===== src/rtl/scan_pkg.sv =====
package scan_pkg;

   typedef enum logic {
      STD_60HZ = 1'b0,
      STD_50HZ = 1'b1
   } tv_std_e;

   typedef enum logic {
      HM_NARROW = 1'b0,
      HM_WIDE   = 1'b1
   } hmode_e;

endpackage


===== src/rtl/scan_slot_ctr.sv =====
module scan_slot_ctr
   import scan_pkg::*;
#(
   parameter int unsigned SLOT_W    = 8,
   parameter int unsigned LC_WIDE   = 165,
   parameter int unsigned LC_NARROW = 132
) (
   input  logic              clk,
   input  logic              rst_n,
   input  logic              slot_en,
   input  hmode_e            hmode,
   output logic [SLOT_W-1:0] slot,
   output logic [SLOT_W-1:0] lc_slot,
   output logic              line_step
);

   localparam logic [SLOT_W-1:0] LC_W_V = SLOT_W'(LC_WIDE);
   localparam logic [SLOT_W-1:0] LC_N_V = SLOT_W'(LC_NARROW);

   logic [SLOT_W-1:0] slot_q;
   logic [SLOT_W-1:0] slot_inc;

   assign slot_inc  = slot_q + 1'b1;
   assign lc_slot   = (hmode == HM_WIDE) ? LC_W_V : LC_N_V;
   assign line_step = slot_en && (slot_inc == lc_slot);

   always_ff @(posedge clk) begin
      if (!rst_n) begin
         slot_q <= '0;
      end else if (slot_en) begin
         slot_q <= slot_inc;
      end
   end

   assign slot = slot_q;

endmodule


===== src/rtl/scan_line_ctr.sv =====
module scan_line_ctr
   import scan_pkg::*;
#(
   parameter int unsigned LINE_W         = 9,
   parameter int unsigned FRAME_W        = 8,
   parameter int unsigned INACT_60       = 224,
   parameter int unsigned INACT_50       = 240,
   parameter int unsigned JUMP_FROM_60   = 235,
   parameter int unsigned JUMP_TO_60     = 485,
   parameter int unsigned JUMP_FROM_50   = 259,
   parameter int unsigned JUMP_TO_50     = 458,
   parameter int unsigned FRAME_DELAY    = 8
) (
   input  logic               clk,
   input  logic               rst_n,
   input  logic               line_step,
   input  tv_std_e            std_req,
   output logic [LINE_W-1:0]  line,
   output logic [LINE_W-1:0]  line_nx,
   output logic [LINE_W-1:0]  inact_line,
   output tv_std_e            std_lat,
   output logic [FRAME_W-1:0] frame
);

   localparam logic [LINE_W-1:0] IN60_V = LINE_W'(INACT_60);
   localparam logic [LINE_W-1:0] IN50_V = LINE_W'(INACT_50);
   localparam logic [LINE_W-1:0] JF60_V = LINE_W'(JUMP_FROM_60);
   localparam logic [LINE_W-1:0] JT60_V = LINE_W'(JUMP_TO_60);
   localparam logic [LINE_W-1:0] JF50_V = LINE_W'(JUMP_FROM_50);
   localparam logic [LINE_W-1:0] JT50_V = LINE_W'(JUMP_TO_50);
   localparam logic [LINE_W-1:0] FT60_V = LINE_W'(INACT_60 + FRAME_DELAY);
   localparam logic [LINE_W-1:0] FT50_V = LINE_W'(INACT_50 + FRAME_DELAY);

   logic [LINE_W-1:0]  line_q;
   logic [LINE_W-1:0]  line_inc;
   logic [LINE_W-1:0]  jump_from;
   logic [LINE_W-1:0]  jump_to;
   logic [LINE_W-1:0]  frame_tick_line;
   logic [FRAME_W-1:0] frame_q;
   tv_std_e            std_q;

   always_comb begin
      line_inc = line_q + 1'b1;
      if (std_q == STD_50HZ) begin
         jump_from       = JF50_V;
         jump_to         = JT50_V;
         inact_line      = IN50_V;
         frame_tick_line = FT50_V;
      end else begin
         jump_from       = JF60_V;
         jump_to         = JT60_V;
         inact_line      = IN60_V;
         frame_tick_line = FT60_V;
      end
      line_nx = (line_inc == jump_from) ? jump_to : line_inc;
   end

   always_ff @(posedge clk) begin
      if (!rst_n) begin
         line_q  <= '0;
         frame_q <= '0;
         std_q   <= std_req;
      end else if (line_step) begin
         line_q <= line_nx;
         if (line_nx == '0) begin
            std_q <= std_req;
         end
         if (line_nx == frame_tick_line) begin
            frame_q <= frame_q + 1'b1;
         end
      end
   end

   assign line    = line_q;
   assign std_lat = std_q;
   assign frame   = frame_q;

endmodule


===== src/rtl/scan_hint.sv =====
module scan_hint #(
   parameter int unsigned LINE_W = 9,
   parameter int unsigned HREL_W = 8
) (
   input  logic              clk,
   input  logic              rst_n,
   input  logic              line_step,
   input  logic [LINE_W-1:0] line_nx,
   input  logic [LINE_W-1:0] inact_line,
   input  logic [HREL_W-1:0] reload,
   input  logic              ack,
   output logic              pend
);

   logic [HREL_W-1:0] cnt_q;
   logic              blank_line;
   logic              fire;
   logic              pend_q;

   assign blank_line = line_nx > inact_line;
   assign fire       = line_step && !blank_line && (cnt_q == '0);

   always_ff @(posedge clk) begin
      if (!rst_n) begin
         cnt_q  <= reload;
         pend_q <= 1'b0;
      end else begin
         if (line_step) begin
            if (blank_line || cnt_q == '0) begin
               cnt_q <= reload;
            end else begin
               cnt_q <= cnt_q - 1'b1;
            end
         end
         pend_q <= fire | (pend_q & ~ack);
      end
   end

   assign pend = pend_q;

endmodule


===== src/rtl/scan_vert.sv =====
module scan_vert
   import scan_pkg::*;
#(
   parameter int unsigned SLOT_W      = 8,
   parameter int unsigned LINE_W      = 9,
   parameter int unsigned VINT_WIDE   = 0,
   parameter int unsigned VINT_NARROW = 0,
   parameter int unsigned VB_OFFSET   = 2,
   parameter bit          STATUS_REG  = 1'b0
) (
   input  logic              clk,
   input  logic              rst_n,
   input  logic              slot_en,
   input  hmode_e            hmode,
   input  logic              disp_en,
   input  logic [SLOT_W-1:0] slot,
   input  logic [SLOT_W-1:0] lc_slot,
   input  logic [LINE_W-1:0] line,
   input  logic [LINE_W-1:0] inact_line,
   input  logic              ack,
   output logic              pend,
   output logic              vblank
);

   localparam logic [SLOT_W-1:0] VS_W_V  = SLOT_W'(VINT_WIDE);
   localparam logic [SLOT_W-1:0] VS_N_V  = SLOT_W'(VINT_NARROW);
   localparam logic [SLOT_W-1:0] VB_OFF  = SLOT_W'(VB_OFFSET);
   localparam logic [LINE_W-1:0] LAST_LN = '1;

   logic [SLOT_W-1:0] vint_slot;
   logic [SLOT_W-1:0] vb_start;
   logic              vfire;
   logic              pend_q;
   logic              mid_blank;
   logic              head_blank;
   logic              tail_blank;
   logic              vb_now;

   assign vint_slot = (hmode == HM_WIDE) ? VS_W_V : VS_N_V;
   assign vb_start  = lc_slot + VB_OFF;
   assign vfire     = slot_en && (line == inact_line) && (slot == vint_slot);

   always_ff @(posedge clk) begin
      if (!rst_n) begin
         pend_q <= 1'b0;
      end else begin
         pend_q <= vfire | (pend_q & ~ack);
      end
   end

   assign pend = pend_q;

   always_comb begin
      mid_blank  = (line > inact_line) && (line < LAST_LN);
      head_blank = (line == inact_line) && ((slot >= vb_start) || (slot < lc_slot));
      tail_blank = (line == LAST_LN) && (slot >= lc_slot) && (slot < vb_start);
      vb_now     = mid_blank || head_blank || tail_blank || !disp_en;
   end

   generate
      if (STATUS_REG) begin : g_vb_reg
         logic vb_q;
         always_ff @(posedge clk) begin
            if (!rst_n) begin
               vb_q <= 1'b0;
            end else begin
               vb_q <= vb_now;
            end
         end
         assign vblank = vb_q;
      end else begin : g_vb_comb
         assign vblank = vb_now;
      end
   endgenerate

endmodule


===== src/rtl/scan_timing_gen.sv =====
module scan_timing_gen
   import scan_pkg::*;
#(
   parameter int unsigned SLOT_W       = 8,
   parameter int unsigned LINE_W       = 9,
   parameter int unsigned FRAME_W      = 8,
   parameter int unsigned HREL_W       = 8,
   parameter int unsigned LC_WIDE      = 165,
   parameter int unsigned LC_NARROW    = 132,
   parameter int unsigned VB_OFFSET    = 2,
   parameter int unsigned VINT_WIDE    = 0,
   parameter int unsigned VINT_NARROW  = 0,
   parameter int unsigned INACT_60     = 224,
   parameter int unsigned INACT_50     = 240,
   parameter int unsigned JUMP_FROM_60 = 235,
   parameter int unsigned JUMP_TO_60   = 485,
   parameter int unsigned JUMP_FROM_50 = 259,
   parameter int unsigned JUMP_TO_50   = 458,
   parameter int unsigned FRAME_DELAY  = 8,
   parameter bit          STATUS_REG   = 1'b0
) (
   input  logic               clk,
   input  logic               rst_n,
   input  logic               slot_en,
   input  logic               wide,
   input  logic               pal,
   input  logic               disp_en,
   input  logic [HREL_W-1:0]  hint_reload,
   input  logic               hint_ack,
   input  logic               vint_ack,
   output logic [SLOT_W-1:0]  slot,
   output logic [LINE_W-1:0]  line,
   output logic [FRAME_W-1:0] frame,
   output logic               hint_pend,
   output logic               vint_pend,
   output logic               vblank
);

   localparam int unsigned SLOTS = 1 << SLOT_W;
   localparam int unsigned LINES = 1 << LINE_W;

   generate
      if (LC_WIDE + VB_OFFSET >= SLOTS || LC_NARROW + VB_OFFSET >= SLOTS) begin : g_bad_lc
         $error("line-change slot plus blank offset exceeds slot range");
      end
      if (VINT_WIDE >= SLOTS || VINT_NARROW >= SLOTS) begin : g_bad_vs
         $error("vertical interrupt slot exceeds slot range");
      end
      if (JUMP_TO_60 <= JUMP_FROM_60 || JUMP_TO_50 <= JUMP_FROM_50 ||
          JUMP_TO_60 >= LINES || JUMP_TO_50 >= LINES) begin : g_bad_jump
         $error("line jump must go forward inside the line range");
      end
      if (INACT_60 + FRAME_DELAY >= JUMP_FROM_60 ||
          INACT_50 + FRAME_DELAY >= JUMP_FROM_50) begin : g_bad_inact
         $error("frame tick line must precede the line jump");
      end
   endgenerate

   hmode_e            hmode;
   tv_std_e           std_req;
   tv_std_e           std_lat;
   logic [SLOT_W-1:0] lc_slot;
   logic              line_step;
   logic [LINE_W-1:0] line_nx;
   logic [LINE_W-1:0] inact_line;

   assign hmode   = hmode_e'(wide);
   assign std_req = tv_std_e'(pal);

   scan_slot_ctr #(
      .SLOT_W    (SLOT_W),
      .LC_WIDE   (LC_WIDE),
      .LC_NARROW (LC_NARROW)
   ) u_slot (
      .clk       (clk),
      .rst_n     (rst_n),
      .slot_en   (slot_en),
      .hmode     (hmode),
      .slot      (slot),
      .lc_slot   (lc_slot),
      .line_step (line_step)
   );

   scan_line_ctr #(
      .LINE_W       (LINE_W),
      .FRAME_W      (FRAME_W),
      .INACT_60     (INACT_60),
      .INACT_50     (INACT_50),
      .JUMP_FROM_60 (JUMP_FROM_60),
      .JUMP_TO_60   (JUMP_TO_60),
      .JUMP_FROM_50 (JUMP_FROM_50),
      .JUMP_TO_50   (JUMP_TO_50),
      .FRAME_DELAY  (FRAME_DELAY)
   ) u_line (
      .clk        (clk),
      .rst_n      (rst_n),
      .line_step  (line_step),
      .std_req    (std_req),
      .line       (line),
      .line_nx    (line_nx),
      .inact_line (inact_line),
      .std_lat    (std_lat),
      .frame      (frame)
   );

   scan_hint #(
      .LINE_W (LINE_W),
      .HREL_W (HREL_W)
   ) u_hint (
      .clk        (clk),
      .rst_n      (rst_n),
      .line_step  (line_step),
      .line_nx    (line_nx),
      .inact_line (inact_line),
      .reload     (hint_reload),
      .ack        (hint_ack),
      .pend       (hint_pend)
   );

   scan_vert #(
      .SLOT_W      (SLOT_W),
      .LINE_W      (LINE_W),
      .VINT_WIDE   (VINT_WIDE),
      .VINT_NARROW (VINT_NARROW),
      .VB_OFFSET   (VB_OFFSET),
      .STATUS_REG  (STATUS_REG)
   ) u_vert (
      .clk        (clk),
      .rst_n      (rst_n),
      .slot_en    (slot_en),
      .hmode      (hmode),
      .disp_en    (disp_en),
      .slot       (slot),
      .lc_slot    (lc_slot),
      .line       (line),
      .inact_line (inact_line),
      .ack        (vint_ack),
      .pend       (vint_pend),
      .vblank     (vblank)
   );

endmodule


===== config.mk =====
export PLATFORM = sky130hd
export DESIGN_NAME = scan_timing_gen
export DESIGN_NICKNAME = d
export VERILOG_FILES = /design/src/rtl/scan_pkg.sv /design/src/rtl/scan_slot_ctr.sv /design/src/rtl/scan_line_ctr.sv /design/src/rtl/scan_hint.sv /design/src/rtl/scan_vert.sv /design/src/rtl/scan_timing_gen.sv
export SDC_FILE = /design/constraint.sdc
export NUM_CORES = 1
export LEC_CHECK = 0
export BUFFER_PORTS_ARGS = -buffer_cell sky130_fd_sc_hd__buf_2
export CORE_ASPECT_RATIO = 0.9
export CORE_MARGIN = 2
export CORE_UTILIZATION = 40
export DETAILED_ROUTE_END_ITERATION = 10
export GPL_ROUTABILITY_DRIVEN = 0
export GPL_TIMING_DRIVEN = 0
export PLACE_DENSITY = 0.62
export SLEW_MARGIN = 20
export SYNTH_ARGS = -nofsm -noshare
export SYNTH_HDL_FRONTEND = slang
export SYNTH_SLANG_ARGS = --single-unit

===== constraint.sdc =====
create_clock -name clk -period 3.8 [get_ports clk]
set_input_delay 0.19 -clock clk [delete_from_list [all_inputs] [get_ports clk]]
set_output_delay 0.19 -clock clk [all_outputs]
set_load 0.02 [all_outputs]

Word-level counts from Yosys, hierarchy flattened
Index checks and enable logic that the tools add are counted.
{ "word_totals": {"register_bits": 36, "input_bits": 16} }
{ "op_classes": {"eq_ne": 7, "n_addsub": 5, "n_lt_le_gt_ge": 7, "muxes": 12, "n_reduce_logical": 21, "bitwise_logic": 6} }
{ "ops": {"columns": ["cell", "n"], "rows": [
  ["$mux W8", 3],
  ["$eq A9 B8 Y1", 2],
  ["$gt A9 B8 Y1", 2],
  ["$mux W9", 2],
  ["$add A8 B1 Y8 const B", 2],
  ["$ge A8 B8 Y1", 2],
  ["$logic_not A8 Y1", 2],
  ["$lt A8 B8 Y1", 2],
  ["$mux W6", 2],
  ["$mux W5", 2],
  ["$add A9 B1 Y9 const B", 1],
  ["$eq A9 B9 Y1", 1],
  ["$eq A9 B9 Y1 const B", 1],
  ["$logic_and A1 B1 Y1", 9],
  ["$logic_not A9 Y1", 1],
  ["$lt A9 B9 Y1 const B", 1],
  ["$add A8 B2 Y8 const B", 1],
  ["$eq A8 B8 Y1", 1],
  ["$sub A8 B1 Y8 const B", 1],
  ["$logic_or A1 B1 Y1", 5],
  ["$ne A2 B1 Y1 const B", 2],
  ["$reduce_and A2 Y1", 2],
  ["$mux W1", 3],
  ["$and A1 B1 Y1", 2],
  ["other kinds (3)", 6]
]} }

Longest topological paths before layout
Gate-level depths: netlist (run 1).
{ "depth": {"word_depth": 8, "depth_mapped": 13} }

Modules after synthesis
A second synthesis (run 1) with hierarchy kept.
{ "hier_totals": {"hier_cells": 426, "area_unflattened_um2": 3724.8} }
{ "modules_own_cells": {"columns": ["module", "cells_each", "n_inst", "area_each_um2"], "rows": [
  ["scan_line_ctr", 186, 1, 1602.8],
  ["scan_vert", 105, 1, 802.0],
  ["scan_hint", 74, 1, 798.3],
  ["scan_slot_ctr", 61, 1, 521.8]
]} }

Worst setup path after synthesis (run 1)
No wires, ideal clock.
{ "synth_timing": {"kind": "register -> register", "startpoint": "register u_line.line_q[1], in the netlist u_line.line[1]", "endpoint": "register u_hint.cnt_q[0], data pin", "setup_ns": 0.260, "required_ns": 3.540, "path_buffers": 3, "path_stages_with_launch": 14, "setup_slack_ns": 0.604, "arrival_time_ns": 2.936, "synth_period_minus_slack_ns": 3.196, "path_cell_list": "dfxtp_1 -> ha_1 -> and3_4 -> and3_2 -> ha_1 -> buf_2 -> nor2_1 -> and3b_1 -> and2_1 -> clkbuf_1 -> nor3_1 -> a21o_2 -> buf_2 -> mux2_2"} }
{ "synth_between": {"elab_chain_len": 8} }
{ "synth_rtl": {"columns": ["element", "line_no", "source"], "rows": [
  ["from (decl)", "scan_line_ctr.sv:34", "logic [LINE_W-1:0] line_q;"],
  ["from (signal assigned)", "scan_line_ctr.sv:64", "line_q <= line_nx;"],
  ["$add A9 B1 Y9 (*)", "scan_line_ctr.sv:43", "line_inc = line_q + 1'b1;"],
  ["$eq A9 B9 Y1", "scan_line_ctr.sv:55", "line_nx = (line_inc == jump_from) ? jump_to : line_inc;"],
  ["$mux W9 (*)", "scan_line_ctr.sv:55", null],
  ["$gt A9 B8 Y1 (*)", "scan_hint.sv:20", "assign blank_line = line_nx > inact_line;"],
  ["$logic_or A1 B1 Y1 (*)", "scan_hint.sv:29", "if (blank_line || cnt_q == '0) begin"],
  ["$mux W8 (*)", "scan_hint.sv:29", null],
  ["$mux W8 (*)", "scan_hint.sv:28", "if (line_step) begin"],
  ["$mux W8 (*)", "scan_hint.sv:24", "if (!rst_n) begin"],
  ["to (signal assigned)", "scan_hint.sv:25", "cnt_q <= reload;"],
  ["to (signal assigned)", "scan_hint.sv:30", "cnt_q <= reload;"],
  ["to (signal assigned)", "scan_hint.sv:32", "cnt_q <= cnt_q - 1'b1;"],
  ["to (decl)", "scan_hint.sv:15", "logic [HREL_W-1:0] cnt_q;"]
]} }
Mark *: on every way between the ends. The rest lies on a longest branch, timed or not. The select of a mux whose other input is x is not followed.
A chain may end at the register's enable or synchronous reset.

Final worst setup path (run 1)
{ "layout_timing": {"startpoint": "register u_line.line_q[1], in the netlist u_line.line[1]", "endpoint": "register u_line.frame_q[5], in the netlist u_line.frame[5]"} }
{ "layout_between": {"elab_chain_len": 5} }
{ "layout_rtl": {"columns": ["element", "line_no", "source"], "rows": [
  ["$add A9 B1 Y9 (*)", "scan_line_ctr.sv:43", null],
  ["$eq A9 B9 Y1", "scan_line_ctr.sv:55", null],
  ["$mux W9 (*)", "scan_line_ctr.sv:55", null],
  ["$eq A9 B8 Y1 (*)", "scan_line_ctr.sv:68", "if (line_nx == frame_tick_line) begin"],
  ["$reduce_and A2 Y1 (no line) (*)", null, null],
  ["to (signal assigned)", "scan_line_ctr.sv:69", "frame_q <= frame_q + 1'b1;"],
  ["to (decl)", "scan_line_ctr.sv:39", "logic [FRAME_W-1:0] frame_q;"]
]} }
Mark *: on every way between the ends. The rest lies on a longest branch, timed or not.

==> results_dict.tcl, run 1 <==
set metrics [dict create \
    power_frac_comb_pct 9.6 \
    hold_buffers 0 \
    sw_frac_of_total_pct 25.5 \
    tns_ps 0 \
    rows 27 \
    start_util_pct 41.3 \
    async_flop_share_pct 0 \
    cts_resized 0 \
    critPathArrivalTime_ps 3730 \
    grt_pass1_vias 2126 \
    nets 368 \
    overflow 0 \
    status "finished, final reports clean" \
    reg2reg_from "u_line.line[1]" \
    grt_max_degree 12 \
    ioPinCount 44 \
    syn_area_um2 2510 \
    syn_inst 290 \
    cts_buffers 5 \
    switching_power_mw 0.194 \
    ir_worst_vdd_mv 0.147 \
    design_area_um2 2890 \
    cts_tree "yes" \
    portBuffers 42 \
    drt-initial-drc-count 137 \
    clockRootBuffer "clkbuf_8" \
    firstDrtPassIters 4 \
    diodes 0 \
    holdWs_ps 81.3 \
    drv_cap 0 \
    drive_gt1_share_pct 22.9 \
    die_h_um 79.2 \
    timing.fmax_mhz 279 \
    worst_pin_slew_ps 1050 \
    area_growth_pct 15.2 \
    drc 0 \
    crit_type "register to register" \
    die_area_um2 6930 \
    avgSynthCellArea_um2 8.66 \
    track_usage_pct 18.0 \
    rr_worst_depth 12 \
    num_vias 2294 \
    yosysWarnings 0 \
    synth-edff-count 9 \
    p_seq_share_pct 54.8 \
    htree_levels 2 \
    multi_input_area_um2 1540 \
    crit_fanout 9 \
    slew_violations 0 \
    post_drt_wl_per_cell_um 14.8 \
    die_w_um 87.5 \
    grt_setup_unrepaired "no" \
    crit_path_start "u_line.line[1]" \
    power.density_nw_per_um2 264 \
    syn_nets 319 \
    cts_max_path_buffers 2 \
    r2r_slack_ps 220 \
    finalSetupViolations 0 \
    p_int_mw 0.569 \
    viasPerCell 5.57 \
    fin_crit_ps 3580 \
    maxSlewHeadroom_pct 29.5 \
    ys_seq_area_share_pct 32.3 \
    pwr-share-clk_pct 35.6 \
    grt_pass1_wl_mm 9.97 \
    fin_crit_sh_pct 94.2 \
    yosys_most_used_dff "dfxtp_1" \
    insertion_delay_ps 290 \
    end_kind "register" \
    fillers 633 \
    endpoint "u_line.frame[5]" \
    p_total_mw 0.763 \
    finalHoldViolations 0 \
    antenna_left 0 \
    cellLeakagePower_nw 1.22 \
    clk_pin_slew_ps 70 \
    post_cts_buffers 0 \
    hpwl_mm 4.56 \
    worstSetupStartpointType "register" \
    regArea_um2 811 \
    r2r-end "u_line.frame[5]" \
    post-route-util_pct 47.6 \
    hold_path.class "input pin to register" \
    post_dp_cell_area_um2 2810 \
    antenna_found_initial 0 \
    core_um2 6080 \
    ys_seq_elements 36 \
    synth.distinct_cells 63 \
    finalClockSkew_ps 6.25 \
    routed_wl_mm 6.08 \
    required_ps 3950 \
    cts.sinks 36 \
]
per-stage QoR:
step	cells	setup slack (ps)
after floorplan	290	604
after global placement	404	310
after detailed placement	404	273
after CTS	412	248
after global routing	412	17.1
final	412	219
worst min-delay path by stage:
| stage | from | to | slack, ps | cells past startpoint |
|---|---|---|---|---|
| 6_report | pal | u_line.std_lat | 80 | 1 |
| 5_1_grt | pal | u_line.std_lat | 70 | 1 |
| 4_1_cts | pal | u_line.std_lat | 80 | 1 |
| 3_5_place_dp | pal | u_line.std_lat | 370 | 1 |
| 3_3_place_gp | pal | u_line.std_lat | 380 | 1 |
| 2_1_floorplan | hint_ack | u_hint.pend | 280 | 1 |
placed cells by master, fill, tap and decap left out, types with 9 or more instances in the layout:
| cell type | count |
|---|---|
| buf_2 | 44 |
| nor2_1 | 29 |
| dfxtp_1 | 27 |
| inv_1 | 20 |
| nand2_1 | 17 |
| a21oi_1 | 16 |
| ha_1 | 13 |
| xor2_1 | 11 |
| nand3_1 | 10 |
| clkbuf_1 | 10 |
| o21ai_0 | 10 |
| edfxtp_1 | 9 |
layer usage:
layer	global-route usage (%)	part of all wire [%]
met4	4.77	0.94
met3	4.57	5.1
met2	28.2	45
met5	0	0
met1	24.6	49
synth_stat cells (all sizes together), types with 6 or more instances:
cell    instances  area share, %
nand2          17            2.5
nand4           8            2.0
ha             13            6.5
edfxtp          9             11
buf             6            1.9
nor3            8            2.0
mux2            6            2.7
xnor2           8            2.8
a21oi          17            3.5
nor2           29            4.3
inv            21            3.1
nand3          10            2.0
dfxtp          27             22
or3             6            1.5
o21ai          11            2.2
xor2           11            3.8
and3            8            2.2
clkbuf          9            1.5
state kept, by name, summed over array words and instances (netlist names):
signal / flops
u_slot.slot: 8
u_vert.pend: 1
u_hint.pend: 1
u_line.std_lat: 1
u_line.frame: 8
u_hint.cnt_q: 8
u_line.line: 9
critical path, cell delays in order (launching register included):
cell and delay, ps:
dfxtp_1 390, ha_1 310, and3_4 240, and3_2 220, ha_1 260, buf_2 180, nor2_1 80, and3b_1 190
and2_1 150, clkbuf_1 190, nor4_1 890, a31o_2 270, a21oi_1 60
logic make-up after synthesis:
kind of cell / after synthesis / share of synthesized area, %
AND/OR/NAND/NOR: 116 / 26.2
flip-flops: 36 / 32.3
multiplexers: 10 / 4.28
adder cells (fa/ha/maj): 13 / 6.47
buffers and inverters: 36 / 6.52
AO/OA/AOI/OAI: 59 / 16.7
XOR/XNOR: 20 / 7.52
power by group through the flow:
| stage | Sequential [mW] | Clock (mW) | Combinational, mW |
|---|---|---|---|
| after global placement | 0.427 | 0 | 0.0713 |
| after CTS | 0.418 | 0.282 | 0.0737 |
| after global routing | 0.420 | 0.299 | 0.0829 |
| after floorplan | 0.426 | 0 | 0.0479 |
| after detailed placement | 0.427 | 0 | 0.0731 |
| final | 0.418 | 0.272 | 0.0731 |
area by class of cell:
cell class	instances	area share, %
clock inverters	1	0.173
plain buffers	15	2.94
inverters	21	2.72
repair buffers	42	7.26
flip-flops and latches	36	28.0
clock buffers	7	2.64
well taps	72	3.11
multi-input cells	218	53.1
Power figures use the tool's default switching activity.
==> run 2, diff against run 1 <==
--- a/config.mk
+++ b/config.mk
@@ -5,6 +5,7 @@
 export SDC_FILE = /design/constraint.sdc
 export NUM_CORES = 1
 export LEC_CHECK = 0
+export ABC_AREA = 1
 export BUFFER_PORTS_ARGS = -buffer_cell sky130_fd_sc_hd__buf_2
 export CORE_ASPECT_RATIO = 0.9
 export CORE_MARGIN = 2
==> run 2 against run 1 <==
Sequential share of layout area up 0.15 points; utilization down 0.25 points; global-route usage down 0.87 points; die area down 0.66%; clock-buffer cell count down 1; critical endpoint is now u_hint.cnt_q[5]; highest routed layer unchanged.
==> results_dict.tcl, run 2 <==
set metrics [dict create \
    firstDrtPassIters 4 \
    cts_tree "yes" \
    worstSetupStartpointType "register" \
    path_buf_inv 2 \
    synth_xor_area_share_pct 4.91 \
    cellLeakagePower_nw 1.31 \
    maxSlewHeadroom_pct 55.9 \
    yosys.area.top_type "dfxtp_1" \
    num_vias 2313 \
    drt-initial-drc-count 87 \
    die_area_um2 6890 \
    hpwl_mm 4.36 \
    post_drt_wl_per_cell_um 12.1 \
    regArea_um2 811 \
    synth_top_family_by_area "simple AND/OR/NAND/NOR gates" \
    synth-edff-count 9 \
    multi_input_area_um2 1410 \
    tns_ps 0 \
    sw_frac_of_total_pct 28.2 \
    crit_slowest_cell "dfxtp_1" \
    synth_top_area_share_pct 21.7 \
    worst_pin_slew_ps 660 \
    core_um2 6080 \
    ir_worst_vdd_mv 0.180 \
    rows 27 \
    finalHoldViolations 0 \
    cts_max_path_buffers 2 \
    yosys_most_used_dff "dfxtp_1" \
    mostFrequentLayoutCells "nand2_1 (80), inv_1 (56), buf_2 (43), nor2_1 (37), dfxtp_1 (27)" \
    hold_buffers 0 \
    critPathArrivalTime_ps 3020 \
    holdWs_ps 79.3 \
    rr_worst_depth 17 \
    syn_inst 349 \
    grt_pass1_wl_mm 9.50 \
    nets 427 \
    post_dp_cell_area_um2 2800 \
    ioPinCount 44 \
    synth_commonest_cells "nand2_1 (80), inv_1 (56), nor2_1 (37)" \
    r2r-end "u_hint.cnt_q[5]" \
    muxShareOfSynthArea_pct 0 \
    largest_reg_flops 9 \
    overflow 0 \
    syn_area_um2 2490 \
    cts.sinks 36 \
    start_util_pct 41.0 \
    grt_max_degree 16 \
    r2r_slack_ps 830 \
    switching_power_mw 0.227 \
    power_frac_comb_pct 12.9 \
    slowest_delay_ps 440 \
    crit_type "register to register" \
    ys_seq_elements 36 \
    die_h_um 78.9 \
    power.density_nw_per_um2 279 \
    hold_path.class "input pin to register" \
    viasPerCell 4.91 \
    cp_cell_sequence "ha_1, nand2_1, inv_1, nand2_1, nor2_1, ha_1, xnor2_1, nand3_1, nor2_4, nand3_2, nand2_1, nand3_1, nor2_1, nand2_2, nand2_4, buf_6, o21ai_2" \
    p_int_mw 0.578 \
    worstHoldPathCells 1 \
    fillers 646 \
    track_usage_pct 17.2 \
    min_to "u_line.std_lat" \
    cts_buffers 5 \
    yosysWarnings 0 \
    slew_violations 0 \
    fin_crit_sh_pct 78.3 \
    drv_cap 0 \
    reg2reg_from "u_line.line[1]" \
    design_area_um2 2880 \
    routed_wl_mm 5.71 \
    ys_seq_area_share_pct 32.5 \
    post_cts_buffers 0 \
    required_ps 3850 \
    pwr-share-clk_pct 34.4 \
    yosys.area_share.simple_pct 33.9 \
    critical-path-top-delay-family "simple AND/OR/NAND/NOR gates" \
    antenna_left 0 \
    post-route-util_pct 47.3 \
    end_kind "register" \
    htree_levels 2 \
    synthTopCellsByArea "dfxtp_1 (22%), nand2_1 (12%), edfxtp_1 (11%)" \
    area_growth_pct 15.4 \
    diodes 0 \
    drc 0 \
    yosysMostFrequentCell "nand2_1" \
    timing.fmax_mhz 336 \
    synth_compound_area_share_pct 11.0 \
    clk_pin_slew_ps 80 \
    p_seq_share_pct 52.7 \
    status "finished, final reports clean" \
    synth_adder_area_share_pct 6.52 \
    antenna_found_initial 0 \
    cts_resized 0 \
    die_w_um 87.3 \
    async_flop_share_pct 0 \
    finalClockSkew_ps 3.29 \
    grt_pass1_vias 2091 \
    finalSetupViolations 0 \
    p_total_mw 0.804 \
    drive_gt1_share_pct 22.1 \
    crit_fanout 10 \
    fin_crit_ps 2970 \
    clockRootBuffer "clkbuf_8" \
    portBuffers 42 \
    avgSynthCellArea_um2 7.15 \
    grt_setup_unrepaired "no" \
    final_common_cell "nand2_1" \
    path_common_cell "nand2_1" \
    synth.distinct_cells 33 \
    insertion_delay_ps 290 \
    syn_nets 378 \
    min_from "pal" \
]
## run 2: logic make-up after synthesis
group	count (synthesis)
AOI/OAI and AO/OA	45
xor gates and xnor gates	14
adders and majority gates	13
buffers and inverters	65
DFF	36
and+or+nand+nor	176
## run 2: final cells by class
| class | instances | area share (%) |
|---|---|---|
| Buffer | 8 | 2.26 |
| Clock buffer | 6 | 2.52 |
| Clock inverter | 2 | 0.391 |
| Inverter | 57 | 7.43 |
| Multi-Input combinational cell | 248 | 48.8 |
| Sequential cell | 36 | 28.2 |
| Tap cell | 72 | 3.13 |
| Timing Repair Buffer | 42 | 7.30 |
## run 2: worst register-to-register path, delay by kind of cell (launching register included)
kind / cells / cell delay, ps
adder cells (fa/ha/maj): 2 / 520
AO/OA/AOI/OAI: 1 / 60
flip-flops: 1 / 440
AND/OR/NAND/NOR: 11 / 1320
buffers and inverters: 2 / 220
XOR/XNOR: 1 / 170
## run 2: power by group through the flow
stage | Sequential [mW] | Clock (mW) | Combinational [mW]
floorplan | 0.436 | 0 | 0.0688
finish | 0.424 | 0.277 | 0.104
CTS | 0.424 | 0.287 | 0.105
global route | 0.426 | 0.301 | 0.117
detailed placement | 0.433 | 0 | 0.104
global placement | 0.432 | 0 | 0.102
## run 2: how the worst max path moves through the flow
stage	start	endpoint	slack, ps	cells after the start
after floorplan	u_line.line[1]	u_hint.cnt_q[2]	980	19
after global placement	u_line.line[1]	u_hint.cnt_q[0]	830	17
after detailed placement	u_line.line[1]	u_hint.cnt_q[0]	840	17
after CTS	u_line.line[1]	u_hint.cnt_q[0]	830	17
after global routing	u_line.line[1]	u_hint.cnt_q[5]	530	17
final	u_line.line[1]	u_hint.cnt_q[5]	830	17
## run 2: per-layer routing
layer / vias up / track usage [%] / part of all wire, %
met5: - / 0 / 0
met3: 4 / 3.53 / 4.7
li1: 1223 / - / -
met1: 1030 / 24.1 / 52
met2: 56 / 26.7 / 43
met4: 0 / 4.62 / 0.74
## run 2: stage by stage
step	setup slack, ps	cells
after floorplan	984	349
after global placement	831	463
after detailed placement	844	463
after CTS	834	471
after global routing	533	471
final	825	471
